<file path="config.mk">
export PLATFORM = sky130hd
export DESIGN_NAME = bitSelPwm
export DESIGN_NICKNAME = d
export VERILOG_FILES = /design/src/rtl/bitSelPwmPkg.sv /design/src/rtl/bitSelPwmRegs.sv /design/src/rtl/bitSelPwmCore.sv /design/src/rtl/bitSelPwm.sv
export SDC_FILE = /design/constraint.sdc
export NUM_CORES = 1
export LEC_CHECK = 0
export BUFFER_PORTS_ARGS = -buffer_cell sky130_fd_sc_hd__buf_2
export CELL_PAD_IN_SITES_DETAIL_PLACEMENT = 1
export CELL_PAD_IN_SITES_GLOBAL_PLACEMENT = 1
export CORE_ASPECT_RATIO = 0.9
export CORE_MARGIN = 2
export CORE_UTILIZATION = 41
export DETAILED_ROUTE_END_ITERATION = 7
export PLACE_DENSITY_LB_ADDON = 0.12
export SYNTH_ARGS = -nofsm -noshare
export SYNTH_HDL_FRONTEND = slang
export SYNTH_SLANG_ARGS = --single-unit
</file>
<file path="constraint.sdc">
create_clock -name clk -period 2.2 [get_ports clk]
set_clock_uncertainty 0.05 [all_clocks]
set_input_delay 0 -clock clk [delete_from_list [all_inputs] [get_ports clk]]
set_output_delay 0 -clock clk [all_outputs]
set_load 0.01 [all_outputs]
</file>
<file path="src/rtl/bitSelPwmPkg.sv">
package bitSelPwmPkg;
  localparam int CNT_W = 8;
  localparam int PRE_W = 2;
  localparam int DATA_W = 8;
  localparam int DUTY_W = CNT_W - 1;
  localparam int NUM_PRE = 1 << PRE_W;
  localparam int CTRL_EN_BIT = DATA_W - 1;

  typedef struct packed {
    logic              enable;
    logic [PRE_W-1:0]  prescale;
    logic [DUTY_W-1:0] duty;
  } pwmCfg_t;
endpackage

</file>
<file path="src/rtl/bitSelPwmRegs.sv">
module bitSelPwmRegs
  import bitSelPwmPkg::*;
#(
  parameter int ADDR_W = 8
) (
  input  logic              clk,
  input  logic              rstN,
  input  logic [ADDR_W-1:0] regAddr,
  input  logic [DATA_W-1:0] regWrData,
  input  logic              regWrEn,
  output logic [DATA_W-1:0] regRdData,
  output pwmCfg_t           cfg
);
  localparam logic [ADDR_W-1:0] CTRL_OFS = ADDR_W'(0);
  localparam logic [ADDR_W-1:0] DUTY_OFS = ADDR_W'(1);

  logic              enReg;
  logic [PRE_W-1:0]  preReg;
  logic [DUTY_W-1:0] dutyReg;
  logic [DATA_W-1:0] rdNext;
  logic              ctrlHit, dutyHit;

  assign ctrlHit = (regAddr == CTRL_OFS);
  assign dutyHit = (regAddr == DUTY_OFS);

  always_ff @(posedge clk or negedge rstN) begin
    if (!rstN) begin
      enReg  <= 1'b0;
      preReg <= '0;
    end else if (regWrEn && ctrlHit) begin
      enReg  <= regWrData[CTRL_EN_BIT];
      preReg <= regWrData[PRE_W-1:0];
    end
  end

  always_ff @(posedge clk or negedge rstN) begin
    if (!rstN) dutyReg <= '0;
    else if (regWrEn && dutyHit) dutyReg <= regWrData[DUTY_W-1:0];
  end

  always_comb begin
    rdNext = '0;
    if (ctrlHit) begin
      rdNext[CTRL_EN_BIT] = enReg;
      rdNext[PRE_W-1:0]   = preReg;
    end else if (dutyHit) begin
      rdNext[DUTY_W-1:0] = dutyReg;
    end
  end

  always_ff @(posedge clk or negedge rstN) begin
    if (!rstN) regRdData <= '0;
    else       regRdData <= rdNext;
  end

  assign cfg.enable   = enReg;
  assign cfg.prescale = preReg;
  assign cfg.duty     = dutyReg;

  // a duty write lands in the configuration on the next cycle
  assert_duty_write_R8: assert property (@(posedge clk) disable iff (!rstN)
    (regWrEn && dutyHit) |=> (cfg.duty == $past(regWrData[DUTY_W-1:0])));

  // reserved control bits always read back as zero
  assert_ctrl_rsvd_R9: assert property (@(posedge clk) disable iff (!rstN)
    ctrlHit |=> (regRdData[CTRL_EN_BIT-1:PRE_W] == '0));

  // unmapped offsets read zero and leave the configuration alone
  assert_unmapped_R9: assert property (@(posedge clk) disable iff (!rstN)
    (!ctrlHit && !dutyHit) |=> ((regRdData == '0) && $stable(cfg)));

  // a duty read returns the held value one cycle later
  assert_rd_latency_R10: assert property (@(posedge clk) disable iff (!rstN)
    (dutyHit && !regWrEn) |=> (regRdData == {1'b0, cfg.duty}));
endmodule

</file>
<file path="src/rtl/bitSelPwmCore.sv">
module bitSelPwmCore
  import bitSelPwmPkg::*;
(
  input  logic    clk,
  input  logic    rstN,
  input  logic    tickEn,
  input  pwmCfg_t cfg,
  output logic    pwmOut
);
  logic [CNT_W-1:0]  cnt, cntInc;
  logic [NUM_PRE-1:0] wrapVec;
  logic [DUTY_W-1:0] maskVec [NUM_PRE];
  logic [CNT_W-1:0]  fullVec [NUM_PRE];
  logic [DUTY_W-1:0] field;
  logic [CNT_W-1:0]  fullScale, periodLast;
  logic              wrapHit;

  assign cntInc = cnt + CNT_W'(1);

  for (genvar p = 0; p < NUM_PRE; p++) begin : g_pre
    localparam int RST_BIT = CNT_W - 1 - p;
    assign wrapVec[p] = cntInc[RST_BIT];
    assign maskVec[p] = DUTY_W'((1 << RST_BIT) - 1);
    assign fullVec[p] = CNT_W'(1 << RST_BIT);
  end

  assign wrapHit    = wrapVec[cfg.prescale];
  assign field      = cnt[DUTY_W-1:0] & maskVec[cfg.prescale];
  assign fullScale  = fullVec[cfg.prescale];
  assign periodLast = fullScale - CNT_W'(1);

  always_ff @(posedge clk or negedge rstN) begin
    if (!rstN)            cnt <= '0;
    else if (!cfg.enable) cnt <= '0;
    else if (tickEn)      cnt <= wrapHit ? '0 : cntInc;
  end

  assign pwmOut = cfg.enable && (field < cfg.duty);

  // no tick, no movement
  assert_hold_no_tick_R1: assert property (@(posedge clk) disable iff (!rstN)
    (cfg.enable && !tickEn) |=> (cnt == $past(cnt)));

  // last count of a period returns to zero on the next tick
  assert_wrap_R2: assert property (@(posedge clk) disable iff (!rstN)
    (cfg.enable && tickEn && (cnt == periodLast)) |=> (cnt == '0));

  // disabled means counter cleared and output low
  assert_off_clear_R7: assert property (@(posedge clk) disable iff (!rstN)
    !cfg.enable |=> (cnt == '0));
  assert_off_low_R7: assert property (@(posedge clk) disable iff (!rstN)
    !cfg.enable |-> !pwmOut);

  // duty extremes
  assert_zero_duty_R4: assert property (@(posedge clk) disable iff (!rstN)
    (cfg.duty == '0) |-> !pwmOut);
  assert_full_duty_R4: assert property (@(posedge clk) disable iff (!rstN)
    (cfg.enable && ({1'b0, cfg.duty} >= fullScale)) |-> pwmOut);
endmodule

</file>
<file path="src/rtl/bitSelPwm.sv">
module bitSelPwm
  import bitSelPwmPkg::*;
#(
  parameter int ADDR_W = 8
) (
  input  logic              clk,
  input  logic              rstN,
  input  logic              tickEn,
  input  logic [ADDR_W-1:0] regAddr,
  input  logic [DATA_W-1:0] regWrData,
  input  logic              regWrEn,
  output logic [DATA_W-1:0] regRdData,
  output logic              pwmOut
);
  pwmCfg_t cfg;

  bitSelPwmRegs #(.ADDR_W(ADDR_W)) i_regs (
    .clk       (clk),
    .rstN      (rstN),
    .regAddr   (regAddr),
    .regWrData (regWrData),
    .regWrEn   (regWrEn),
    .regRdData (regRdData),
    .cfg       (cfg)
  );

  bitSelPwmCore i_core (
    .clk    (clk),
    .rstN   (rstN),
    .tickEn (tickEn),
    .cfg    (cfg),
    .pwmOut (pwmOut)
  );
endmodule

</file>
=== Word-level counts from Yosys, hierarchy flattened ===
Cells that the tools add are included.

* Register bits: 26
* Output and inout bits: 9
* Logic and storage cells: 29

* Add/sub/neg operators: 1
* Order comparisons: 3
* Eq/ne operators: 2
* Mux-type cells: 12
* Bitwise logic cells: 2
* Reductions and logical operators: 4

{| class="wikitable"
|+ Operators with widths
! kind !! number
|-
| 8-bit two-way mux || 3
|-
| 7-bit two-way mux || 3
|-
| 7-bit binary-select mux with 2-bit select || 1
|-
| 8-bit by 1-bit adder with 8-bit output, second input constant || 1
|-
| 8-bit by 1-bit equality test with 1-bit output, second input constant || 1
|-
| 8-bit zero test || 1
|-
| 7-bit bitwise AND || 1
|-
| 7-bit less-than comparator || 1
|-
| 5-bit two-way mux || 1
|-
| 3-bit greater-or-equal comparator, second input constant || 1
|-
| 1-bit logical AND || 3
|-
| 2-bit by 3-bit less-than comparator with 1-bit output, second input constant || 1
|-
| 2-bit inverter with 3-bit output || 1
|-
| 1-bit binary-select mux with 2-bit select || 1
|-
| 1-bit two-way mux || 2
|-
| 2-bit two-way mux || 1
|-
| 2-bit != test, second input constant || 1
|}

=== Logic depth before layout (Yosys ltp) ===
Gate-level depths: netlist (run 1).

* Depth after elaboration: 7
* Depth in mapped cells: 7

=== By module ===
From an unflattened synthesis (run 1), not the netlist that was laid out.

* Cell total of the unflattened synthesis: 128
* Area total of the unflattened synthesis: 1430.1 um^2

{| class="wikitable"
|+ By module, submodules not included
! module !! times used !! cells each !! area an instance (um^2) !! sequential area each (um^2)
|-
| bitSelPwmCore || 1 || 81 || 721.9 || 200.2
|-
| bitSelPwmRegs || 1 || 47 || 708.2 || 450.4
|}

=== Least setup slack after synthesis (run 1) ===
OpenSTA, ideal clock, no wires.

* Path kind: reg2reg
* From: register i_core.cnt[2]
* To: register i_core.cnt[3]
* Setup time: 0.082 ns
* Arrival: 1.681 ns
* Required time: 2.068 ns
* Setup slack: 0.386 ns
* Cell stages (with the launch flop): 7
* Path buffers: 0
* Cell sequence: dfrtp_1 > nand3_4 > o21a_1 > o211a_4 > nor4_4 > nand2_2 > o22ai_1

* Cells in the longest elaborated chain, start to end: 6

{| class="wikitable"
|+ Ends and longest elaborated chain
! what !! RTL line !! source
|-
| start, declared || bitSelPwmCore.sv:10 || <nowiki>logic [CNT_W-1:0] cnt, cntInc;</nowiki>
|-
| start signal, assigned || bitSelPwmCore.sv:35 || <nowiki>else if (tickEn) cnt <= wrapHit ? '0 : cntInc;</nowiki>
|-
| 8-bit by 1-bit adder with 8-bit output (*) || bitSelPwmCore.sv:18 || <nowiki>assign cntInc = cnt + CNT_W'(1);</nowiki>
|-
| 1-bit binary-select mux with 2-bit select || bitSelPwmCore.sv:27 || <nowiki>assign wrapHit = wrapVec[cfg.prescale];</nowiki>
|-
| 1-bit two-way mux (implied by the code) || bitSelPwmCore.sv:27 ||
|-
| 8-bit two-way mux (*) (2 in a row) || bitSelPwmCore.sv:35 ||
|-
| 8-bit two-way mux (*) || bitSelPwmCore.sv:34 || <nowiki>else if (!cfg.enable) cnt <= '0;</nowiki>
|}

Mark *: on every way between the ends. The rest lies on a longest branch, timed or not. The select of a mux whose other input is x is not followed.
A chain may end at the register's enable or synchronous reset.

=== Worst setup path in the final report (run 1) ===
* From: register i_core.cnt[0]
* To: register i_core.cnt[2]

The elaborated chain is that of the path after synthesis.

==> results of run 1 <==
==> report_power, final <==
| part | switching (W) | internal (W) | total [W] | leakage [nW] |
|---|---|---|---|---|
| sequential | 0.0000123 | 0.000487 | 0.000499 | 0.358 |
| clock | 0.000144 | 0.000243 | 0.000388 | 0.0357 |
| combinational | 0.0000427 | 0.0000450 | 0.0000877 | 0.422 |
==> area by class of cell <==
cell class / count / area share (%)
timing repair buffer: 39 / 13.98
clock buffer: 3 / 2.331
clock inverter: 1 / 1.695
multi-input combinational: 95 / 39.48
inverter: 12 / 2.542
tap: 44 / 3.107
sequential: 26 / 36.86
==> stage by stage <==
| step | hold slack [ps] | utilization [%] | total power, W | instances | area, um2 |
|---|---|---|---|---|---|
| after detailed placement | -13.47 | 47.71 | 0.0005809 | 205 | 1588 |
| after global routing | 48.12 | 53.23 | 0.001022 | 220 | 1772 |
| after global placement | -18.43 | 47.71 | 0.0005774 | 205 | 1588 |
| final | 38.50 | 53.23 | 0.0009743 | 220 | 1772 |
| after floorplan | -345.6 | - | 0.0005392 | 135 | 1400 |
| after CTS | 30.81 | 52.86 | 0.0009835 | 219 | 1759 |
==> repair_timing <==
action / in CTS / in global routing
resized for setup: 0 / 3
endpoints found under the hold margin: 37 / 0
hold buffers: 10 / 0
buffers inserted: 0 / 1
endpoints found under the setup margin: 0 / 4
==> flip-flops by register name (all words and copies together) (netlist names) <==
signal and cells:
i_regs.regRdData 8, i_regs.dutyReg 7, i_regs.enReg 1, i_regs.preReg 2
i_core.cnt 8
==> synthesized netlist by cell type (3+ instances only) <==
master / number
a21oi_1: 5
dfrtp_1: 26
ha_1: 7
inv_1: 12
mux2_2: 11
nand2_1: 12
nand3_1: 3
nor2_1: 6
nor2b_1: 5
nor3_1: 9
nor4_1: 3
o21a_1: 3
o21ai_1: 4
==> logic make-up (layout without fill, tap and decap cells) <==
logic type | after synthesis | count (layout) | share of synthesized area, %
AND/OR/NAND/NOR | 52 | 52 | 21.63
multiplexers | 13 | 13 | 10.28
buffers and inverters | 14 | 55 | 3.753
AO/OA/AOI/OAI | 23 | 23 | 11.62
adder cells (fa/ha/maj) | 7 | 7 | 6.255
flip-flops | 26 | 26 | 46.47
==> critical path, cell delays in order (launching register included) <==
cell,delay (ps)
dfrtp_2,450
ha_2,230
and3_1,190
mux2_2,250
nand2_1,100
nor4_4,280
buf_4,190
a21oi_1,70
mux2i_1,170
==> layer usage <==
layer	GRT usage, %	up-vias
met5	0	-
met4	4.762	0
met3	4.183	2
met2	35.71	20
met1	24.21	578
li1	-	562
==> path summary, 6_finish.rpt <==
check	to	depth (start not counted)	start	slack, ps
worst max-delay path	i_core.cnt[2]	8	i_core.cnt[0]	130
worst min-delay path	i_regs.regRdData[7]	3	regAddr[0]	40
worst max register to register	i_core.cnt[2]	8	i_core.cnt[0]	130
worst min register to register	i_regs.dutyReg[5]	1	i_regs.dutyReg[5]	470
max in group asynchronous	i_core.cnt[0]	2	rstN	1470
min in group asynchronous	i_core.cnt[2]	2	rstN	210
==> impl_results.md, run 1 <==
- Status: completed
- Fin. max-slew vios: 0
- Boundary Pins: 29
- Lkg Pwr: 0.8155 nW
- DRT iter0 DRCs: 37
- CTS Buf Count: 3
- Share of cells above drive strength 1: 30.68%
- Gr ovfl total: 0
- Bufs on Longest Clock Path: 2
- Site Rows: 20
- Synth Register Bits: 26
- # fillers: 389
- Fin. Hold Viols: 0
- Final Wtd Congestion: 0.8286
- Finish-stage setup viols: 0
- Commonest non-fill, non-tap cell in the layout: buf_2
- CP required: 2340 ps
- H-tree depth: 1
- Mapped Area: 1400 um2
- Warnings from Yosys: 0
- Storage cell area: 653.1 um2
- Unrepaired setup endpoints after global routing: no
- Synth top area cells: dfrtp_1 (46%), mux2_2 (8.8%), ha_1 (6.3%), nor3_1 (3.2%), inv_1 (3.2%)
- # clock sinks: 26
- Buffers added on ports: 28
- PwrDens: 549.9 nW/um2
- Nets@finish: 204
- Met1 wire length: 1561 um
- Footprint of the multi-input gates: 699.4 um2
- Latest clock arrival within the worst-skew pair: 270 ps
- Top cell type's share of synthesized area: 46.47%
- CP Data Arrival Time: 2210 ps
- Detail Route met3 WL: 115 um
- Worst-margin pin slew: 583.3 ps
- Routed wire length: 3430 um
- Slew margin rel.: 61.11%
- Top Layer Used: met4
- Tightest Hold Check Type: input port to flop
- Avg WL per Cell: 15.59 um
- Antenna Cells: 0
- Detailed-route DRC error count: 0
- Post-synth top area cell: dfrtp_1
- Leading cell types in the layout, fill and taps excluded: buf_2 (28), dfrtp_1 (24), inv_1 (12), nand2_1 (12), mux2_2 (11)
- Final worst setup slack: 128.8 ps
- Synth Instances: 135
- Post-route minimum period: 2071 ps
- Antenna violations before repair: 0
- Via count: 1,162
- Ys async rst share: 100.0%
- Crit share post-route: 94.15%
- Largest net degree at the start of global routing: 27
- MaxCap Viol Count: 0
- Met2 WL: 1728 um
- Setup TNS: 0 ps
- Pre-CTS WS: 126.3 ps
- Drt first pass iters: 3
- Vias/cell: 5.282
- Post-synthesis cell type count: 34
- Clock Root Buffer: clkbuf_8
- Most used DFF post-synth: dfrtp_1
- CP Capture Type: flop
- Die area: 3899 um2
- Avg Inst Size Synth: 10.37 um2
- Starting Density: 42.07%
- Final HPWL DP: 2562 um
- Seq/Total Area, Yosys: 46.47%
- Die height: 59.44 um
- Antenna Nets Post-Route: 0
- CP Class: flop to flop
- Core box area: 3328 um2
- Die Wd: 65.60 um
- Syn Nets: 162
- VDD IR max: 0.3892 mV
- CTS clock-pin slew for the worst setup and hold paths: 90 ps
- Startpoint types: flop
- GRT Overall Usage: 19.75%
- Fmax: 482.8 MHz
- Area Overhead vs Synth: 26.54%
- Post-synth EDFFs: 0
- CTS tree: built
- First-pass GRT wire length: 5768 um
- Worst-path maximum fanout: 7
- Vias in the first global route: 1,229
No activity file was read; power rests on OpenSTA's default activity.
==> run 2: changes to the inputs <==
CORE_UTILIZATION = 44   (was 41)
clock period = 2.4 ns   (was 2.2 ns; I/O delays follow)
==> run 2 against run 1 <==
Net effect: sequential cell count stayed put; clock power is 22% lower; worst setup slack better by 210 ps; via count is 0.86% lower; combinational power is 11% lower; maximum frequency is 0.42% higher.
==> impl_results.md, run 2 (synthesis results as in run 1) <==
- PwrDens: 479.7 nW/um2 (-13%)
- # fillers: 362 (-6.9%)
- CTS tree: built
- WP buf/inv: 0 (-1)
- Die Wd: 63.46 um (-3.3%)
- Fmax: 484.8 MHz (+0.42%)
- Setup TNS: 0 ps (unchanged)
- CTS clock-pin slew for the worst setup and hold paths: 150 ps (+60 ps)
- VDD IR max: 0.3908 mV (+0.41%)
- Bufs on Longest Clock Path: 2 (unchanged)
- Tightest Hold Check Type: input port to flop
- Final HPWL DP: 2524 um (-1.5%)
- Pre-CTS WS: 359.5 ps (+233.3 ps)
- Detailed-route DRC error count: 0 (unchanged)
- CTS Buf Count: 3 (unchanged)
- Status: completed
- Via count: 1,152 (-0.86%)
- Nets@finish: 204 (unchanged)
- Unrepaired setup endpoints after global routing: no
- CP max-delay cell: dfrtp_1
- Leading cell types in the layout, fill and taps excluded: buf_2 (28), dfrtp_1 (26), inv_1 (12), nand2_1 (12)
- Largest net degree at the start of global routing: 27 (unchanged)
- Crit share post-route: 85.94% (-8.2 points)
- Worst-path maximum fanout: 8 (+1)
- Worst-margin pin slew: 582.1 ps (-1.179 ps)
- Site Rows: 19 (-5.0%)
- CP required: 2610 ps (+270 ps)
- CP Class: flop to flop
- Clock Root Buffer: clkbuf_4
- Die height: 57.52 um (-3.2%)
- Avg WL per Cell: 14.94 um (-4.1%)
- Buffers added on ports: 28 (unchanged)
- Routed wire length: 3258 um (-5.0%)
- MaxCap Viol Count: 0 (unchanged)
- Crit path cell chain: nand3_4 > o21a_1 > o211a_4 > nor4_4 > a21oi_1 > o22ai_1
- Delay-heaviest family, CP: compound AO/OA/AOI/OAI gates
- # clock sinks: 26 (unchanged)
- Antenna Cells: 0 (unchanged)
- Startpoint types: flop
- Storage cell area: 650.6 um2 (-0.38%)
- Latest clock arrival within the worst-skew pair: 320 ps (+50 ps)
- Fin. Hold Viols: 0 (unchanged)
- # hold bufs at CTS: 11 (+1)
- Antenna Nets Post-Route: 0 (unchanged)
- Fin. max-slew vios: 0 (unchanged)
- Footprint of the multi-input gates: 696.9 um2 (-0.36%)
- Boundary Pins: 29 (unchanged)
- Final Wtd Congestion: 0.8840 (+6.7%)
- Largest regs: i_core.cnt x8, i_regs.regRdData x8, i_regs.dutyReg x7
- Die area: 3650 um2 (-6.4%)
- Post-cts sizing count: 0 (unchanged)
- Slew margin rel.: 61.19% (+0.079 points)
- Vias/cell: 5.284 (about the same)
- # Post-CTS Setup Buffers: 0 (unchanged)
- DRT iter0 DRCs: 44 (+19%)
- Starting Density: 46.01% (+3.9 points)
- Area Overhead vs Synth: 24.84%
- CP Data Arrival Time: 2270 ps (+60 ps)
- Antenna violations before repair: 0 (unchanged)
- Core box area: 3043 um2 (-8.6%)
- Final core occ: 57.44% (+4.2 points)
- Lkg Pwr: 0.8146 nW (-0.11%)
- Finish-stage setup viols: 0 (unchanged)
- Final worst setup slack: 337.4 ps (+208.6 ps)
- Post-route minimum period: 2063 ps (-8.627 ps)
- GRT Overall Usage: 19.92% (+0.17 points)
- Share of cells above drive strength 1: 28.41% (-2.3 points)
- Worst path max stage delay: 540 ps (+90 ps)
- Gr ovfl total: 0 (unchanged)
- CP Capture Type: flop
- Vias in the first global route: 1,257 (+2.3%)
- Drt first pass iters: 4 (+1)
- First-pass GRT wire length: 5623 um (-2.5%)
- H-tree depth: 1 (unchanged)
- Commonest non-fill, non-tap cell in the layout: buf_2
[run 2: cell count changes in the layout (fill, tap and decap cells not counted), sizes merged]
cell         change
buf              -1
dlygate4sd3      +1
[run 2: final cells by class]
class / instances / share of cell area, %
multi-input combinational: 95 / 39.87
sequential: 26 / 37.22
timing repair buffer: 39 / 14.32
tap: 42 / 3.006
inverter: 12 / 2.577
clock inverter: 1 / 1.718
clock buffer: 3 / 1.288
[run 2: per-stage QoR]
stage | cells | area, um2 | hold WS (ps) | power, W
after floorplan | 135 | 1400 | -345.6 | 0.0004943
after global placement | 203 | 1585 | -19.92 | 0.0005281
after detailed placement | 203 | 1585 | -11.78 | 0.0005307
after CTS | 218 | 1748 | 25.10 | 0.0008469
after global routing | 218 | 1748 | 49.94 | 0.0008765
final | 218 | 1748 | 27.97 | 0.0008384
[run 2: final timing paths]
kind	endpoint	cells after the start	start	slack (ps)
worst max-delay path	i_core.cnt[3]	6	i_core.cnt[2]	340
worst min-delay path	i_regs.regRdData[3]	4	regAddr[3]	30
worst max register to register	i_core.cnt[3]	6	i_core.cnt[2]	340
worst min register to register	i_regs.dutyReg[2]	1	i_regs.dutyReg[2]	470
max in group asynchronous	i_core.cnt[7]	2	rstN	1770
min in group asynchronous	i_regs.regRdData[3]	2	rstN	130
[run 2: metal layers]
metal  GRT usage (%)  share of wire [%]
met1           25.35                 44
met2           36.24                 53
met3           3.748                3.0
met4           2.795               0.58
met5               0                  0
[run 2: worst min-delay path, cell delays in order]
cell and delay, ps:
buf_2 70, nor4_1 40, nand2_1 190, nor3_1 80
[run 2: report_power, final]
group / internal (W) / switching, W
Clock: 0.000169 / 0.000135
Sequential: 0.000447 / 0.0000103
Combinational: 0.0000404 / 0.0000378
Total: 0.000656 / 0.000183
==> run 3: changes to the inputs <==
CORE_MARGIN = 3   (was 2)
clock period = 2.6 ns   (was 2.4 ns; I/O delays follow)
==> run 3 against run 2 <==
Net effect: sequential power decreased by 7.4%; critical path depth unchanged; final cell count decreased by 0.92%; maximum frequency decreased by 0.32%; via count increased by 3.4%; sequential cell count unchanged; sequential share of layout area increased by 0.40 points; die area increased by 6.7%; first-iteration DRC count increased by 11%; global-route usage increased by 1.0 points; largest power group unchanged; highest routed layer unchanged.
==> impl_results.md, run 3 (synthesis results as in run 1) <==
- Status: completed
- GRT Overall Usage: 20.94% (+1.0 points)
- R2R Setup Slk: 530 ps (+190 ps)
- Finish-stage setup viols: 0 (unchanged)
- Fin. Hold Viols: 0 (unchanged)
- VDD IR max: 0.2500 mV (-36%)
- Die Wd: 65.46 um (+3.2%)
- FF-to-FF Start: i_core.cnt[2]
- Detailed-route DRC error count: 0 (unchanged)
- Site Rows: 18 (-1)
- # clock sinks: 26 (unchanged)
- Final worst setup slack: 530.8 ps (+193.4 ps)
- Routed wire length: 3530 um (+8.3%)
- # fillers: 349 (-3.6%)
- DRT iter0 DRCs: 49 (+11%)
- MaxCap Viol Count: 0 (unchanged)
- Avg WL per Cell: 16.34 um (+9.4%)
- PwrDens: 405.8 nW/um2 (-15%)
- Latest clock arrival within the worst-skew pair: 320 ps (about the same)
- Crit share post-route: 79.59% (-6.4 points)
- Worst-path maximum fanout: 8 (unchanged)
- Via count: 1,191 (+3.4%)
- Unrepaired setup endpoints after global routing: no
- Critical Path End: i_core.cnt[6]
- Boundary Pins: 29 (unchanged)
- CP Launch Point: i_core.cnt[2]
- Setup TNS: 0 ps (unchanged)
- Antenna Cells: 0 (unchanged)
- CP Class: flop to flop
- Core box area: 2883 um2 (-5.3%)
- Gr ovfl total: 0 (unchanged)
- Worst reg2reg endpoint: i_core.cnt[6]
- Die height: 59.52 um (+3.5%)
- CP Data Arrival Time: 2280 ps (about the same)
- Final core occ: 59.98% (+2.5 points)
- CTS clock-pin slew for the worst setup and hold paths: 150 ps (about the same)
- H-tree depth: 1 (unchanged)
- Commonest non-fill, non-tap cell in the layout: buf_2
- Worst-margin pin slew: 582.5 ps (+0.3930 ps)
- Area Overhead vs Synth: 23.50%
- Post-cts sizing count: 0 (unchanged)
- Drt first pass iters: 4 (unchanged)
- R2R depth: 6 (unchanged)
- Antenna Nets Post-Route: 0 (unchanged)
- Buffers added on ports: 28 (unchanged)
- Slew margin rel.: 61.16% (about the same)
- Largest regs: i_core.cnt x8, i_regs.regRdData x8, i_regs.dutyReg x7
- Starting Density: 48.57% (+2.6 points)
- Nets@finish: 204 (unchanged)
- Pre-CTS WS: 552.4 ps (+192.8 ps)
- CTS Buf Count: 3 (unchanged)
- # Post-CTS Setup Buffers: 0 (unchanged)
- CP required: 2810 ps (+200 ps)
- Hold Worst Slack: 35.95 ps (+7.975 ps)
- # hold bufs at CTS: 11 (unchanged)
- Startpoint types: flop
- CTS tree: built
- Vias/cell: 5.514 (+4.3%)
- First-pass GRT wire length: 6189 um (+10%)
- Lkg Pwr: 0.8076 nW (-0.85%)
- Tightest Hold Check Type: input port to flop
- Final Wtd Congestion: 0.8961 (+1.4%)
- Largest net degree at the start of global routing: 27 (unchanged)
- Fmax: 483.3 MHz (-0.32%)
- Post-route minimum period: 2069 ps (+6.637 ps)
- Clock Root Buffer: clkbuf_4
- Share of cells above drive strength 1: 28.41% (unchanged)
- Vias in the first global route: 1,296 (+3.1%)
- Final HPWL DP: 2694 um (+6.8%)
- Fin. max-slew vios: 0 (unchanged)
- Bufs on Longest Clock Path: 2 (unchanged)
- Leading cell types in the layout, fill and taps excluded: buf_2 (28), dfrtp_1 (26), inv_1 (12), nand2_1 (12)
- CP Capture Type: flop
- Antenna violations before repair: 0 (unchanged)
- Die area: 3896 um2 (+6.7%)
-- run 3: changes by cell type in the layout (fill, tap and decap cells not counted) --
cell       before  now
clkbuf_8        0    1
bufinv_16       1    0
-- run 3: worst min-delay path by stage --
| stage | start | end | depth (start not counted) |
|---|---|---|---|
| after global placement | rstN | i_regs.regRdData[5] | 1 |
| after global routing | regAddr[7] | i_regs.regRdData[5] | 4 |
| after floorplan | rstN | i_core.cnt[0] | 0 |
| after detailed placement | rstN | i_regs.regRdData[5] | 1 |
| after CTS | regAddr[7] | i_regs.regRdData[3] | 4 |
| final | regAddr[7] | i_regs.regRdData[6] | 4 |
-- run 3: area by class of cell --
cell class                      count  area [um2]  share of cell area, %
Clock buffer                        4       36.28                  2.098
Inverter                           12       45.04                  2.605
Multi-Input combinational cell     95       696.9                  40.30
Sequential cell                    26       650.6                  37.63
Tap cell                           40       50.05                  2.894
Timing Repair Buffer               39       250.2                  14.47
-- run 3: where the power goes --
part | switching [W] | total (W) | internal (W) | leakage, nW
logic | 0.0000361 | 0.0000737 | 0.0000375 | 0.425
registers | 0.0000108 | 0.000423 | 0.000412 | 0.361
clock network | 0.000120 | 0.000205 | 0.0000856 | 0.0210
total | 0.000166 | 0.000702 | 0.000535 | 0.808
-- run 3: metal layers --
layer  global-route usage (%)  part of all wire (%)
met1                    25.93                    43
met2                    37.66                    52
met3                    4.744                   4.8
met4                    4.142                  0.96
met5                        0                     0
-- run 3: critical path: stages (launching register included) --
cell and delay, ps:
dfrtp_1 540, nand3_4 160, o21a_1 250, o211a_4 270
nor4_4 450, a21oi_1 140, o22ai_1 140
-- run 3: stage by stage --
stage                     instances  total power, W  instance area, um2
after floorplan                 135       0.0004563                1400
after global placement          201       0.0004880                1583
after detailed placement        201       0.0004921                1583
after CTS                       216       0.0007118                1729
after global routing            216       0.0007385                1729
final                           216       0.0007017                1729
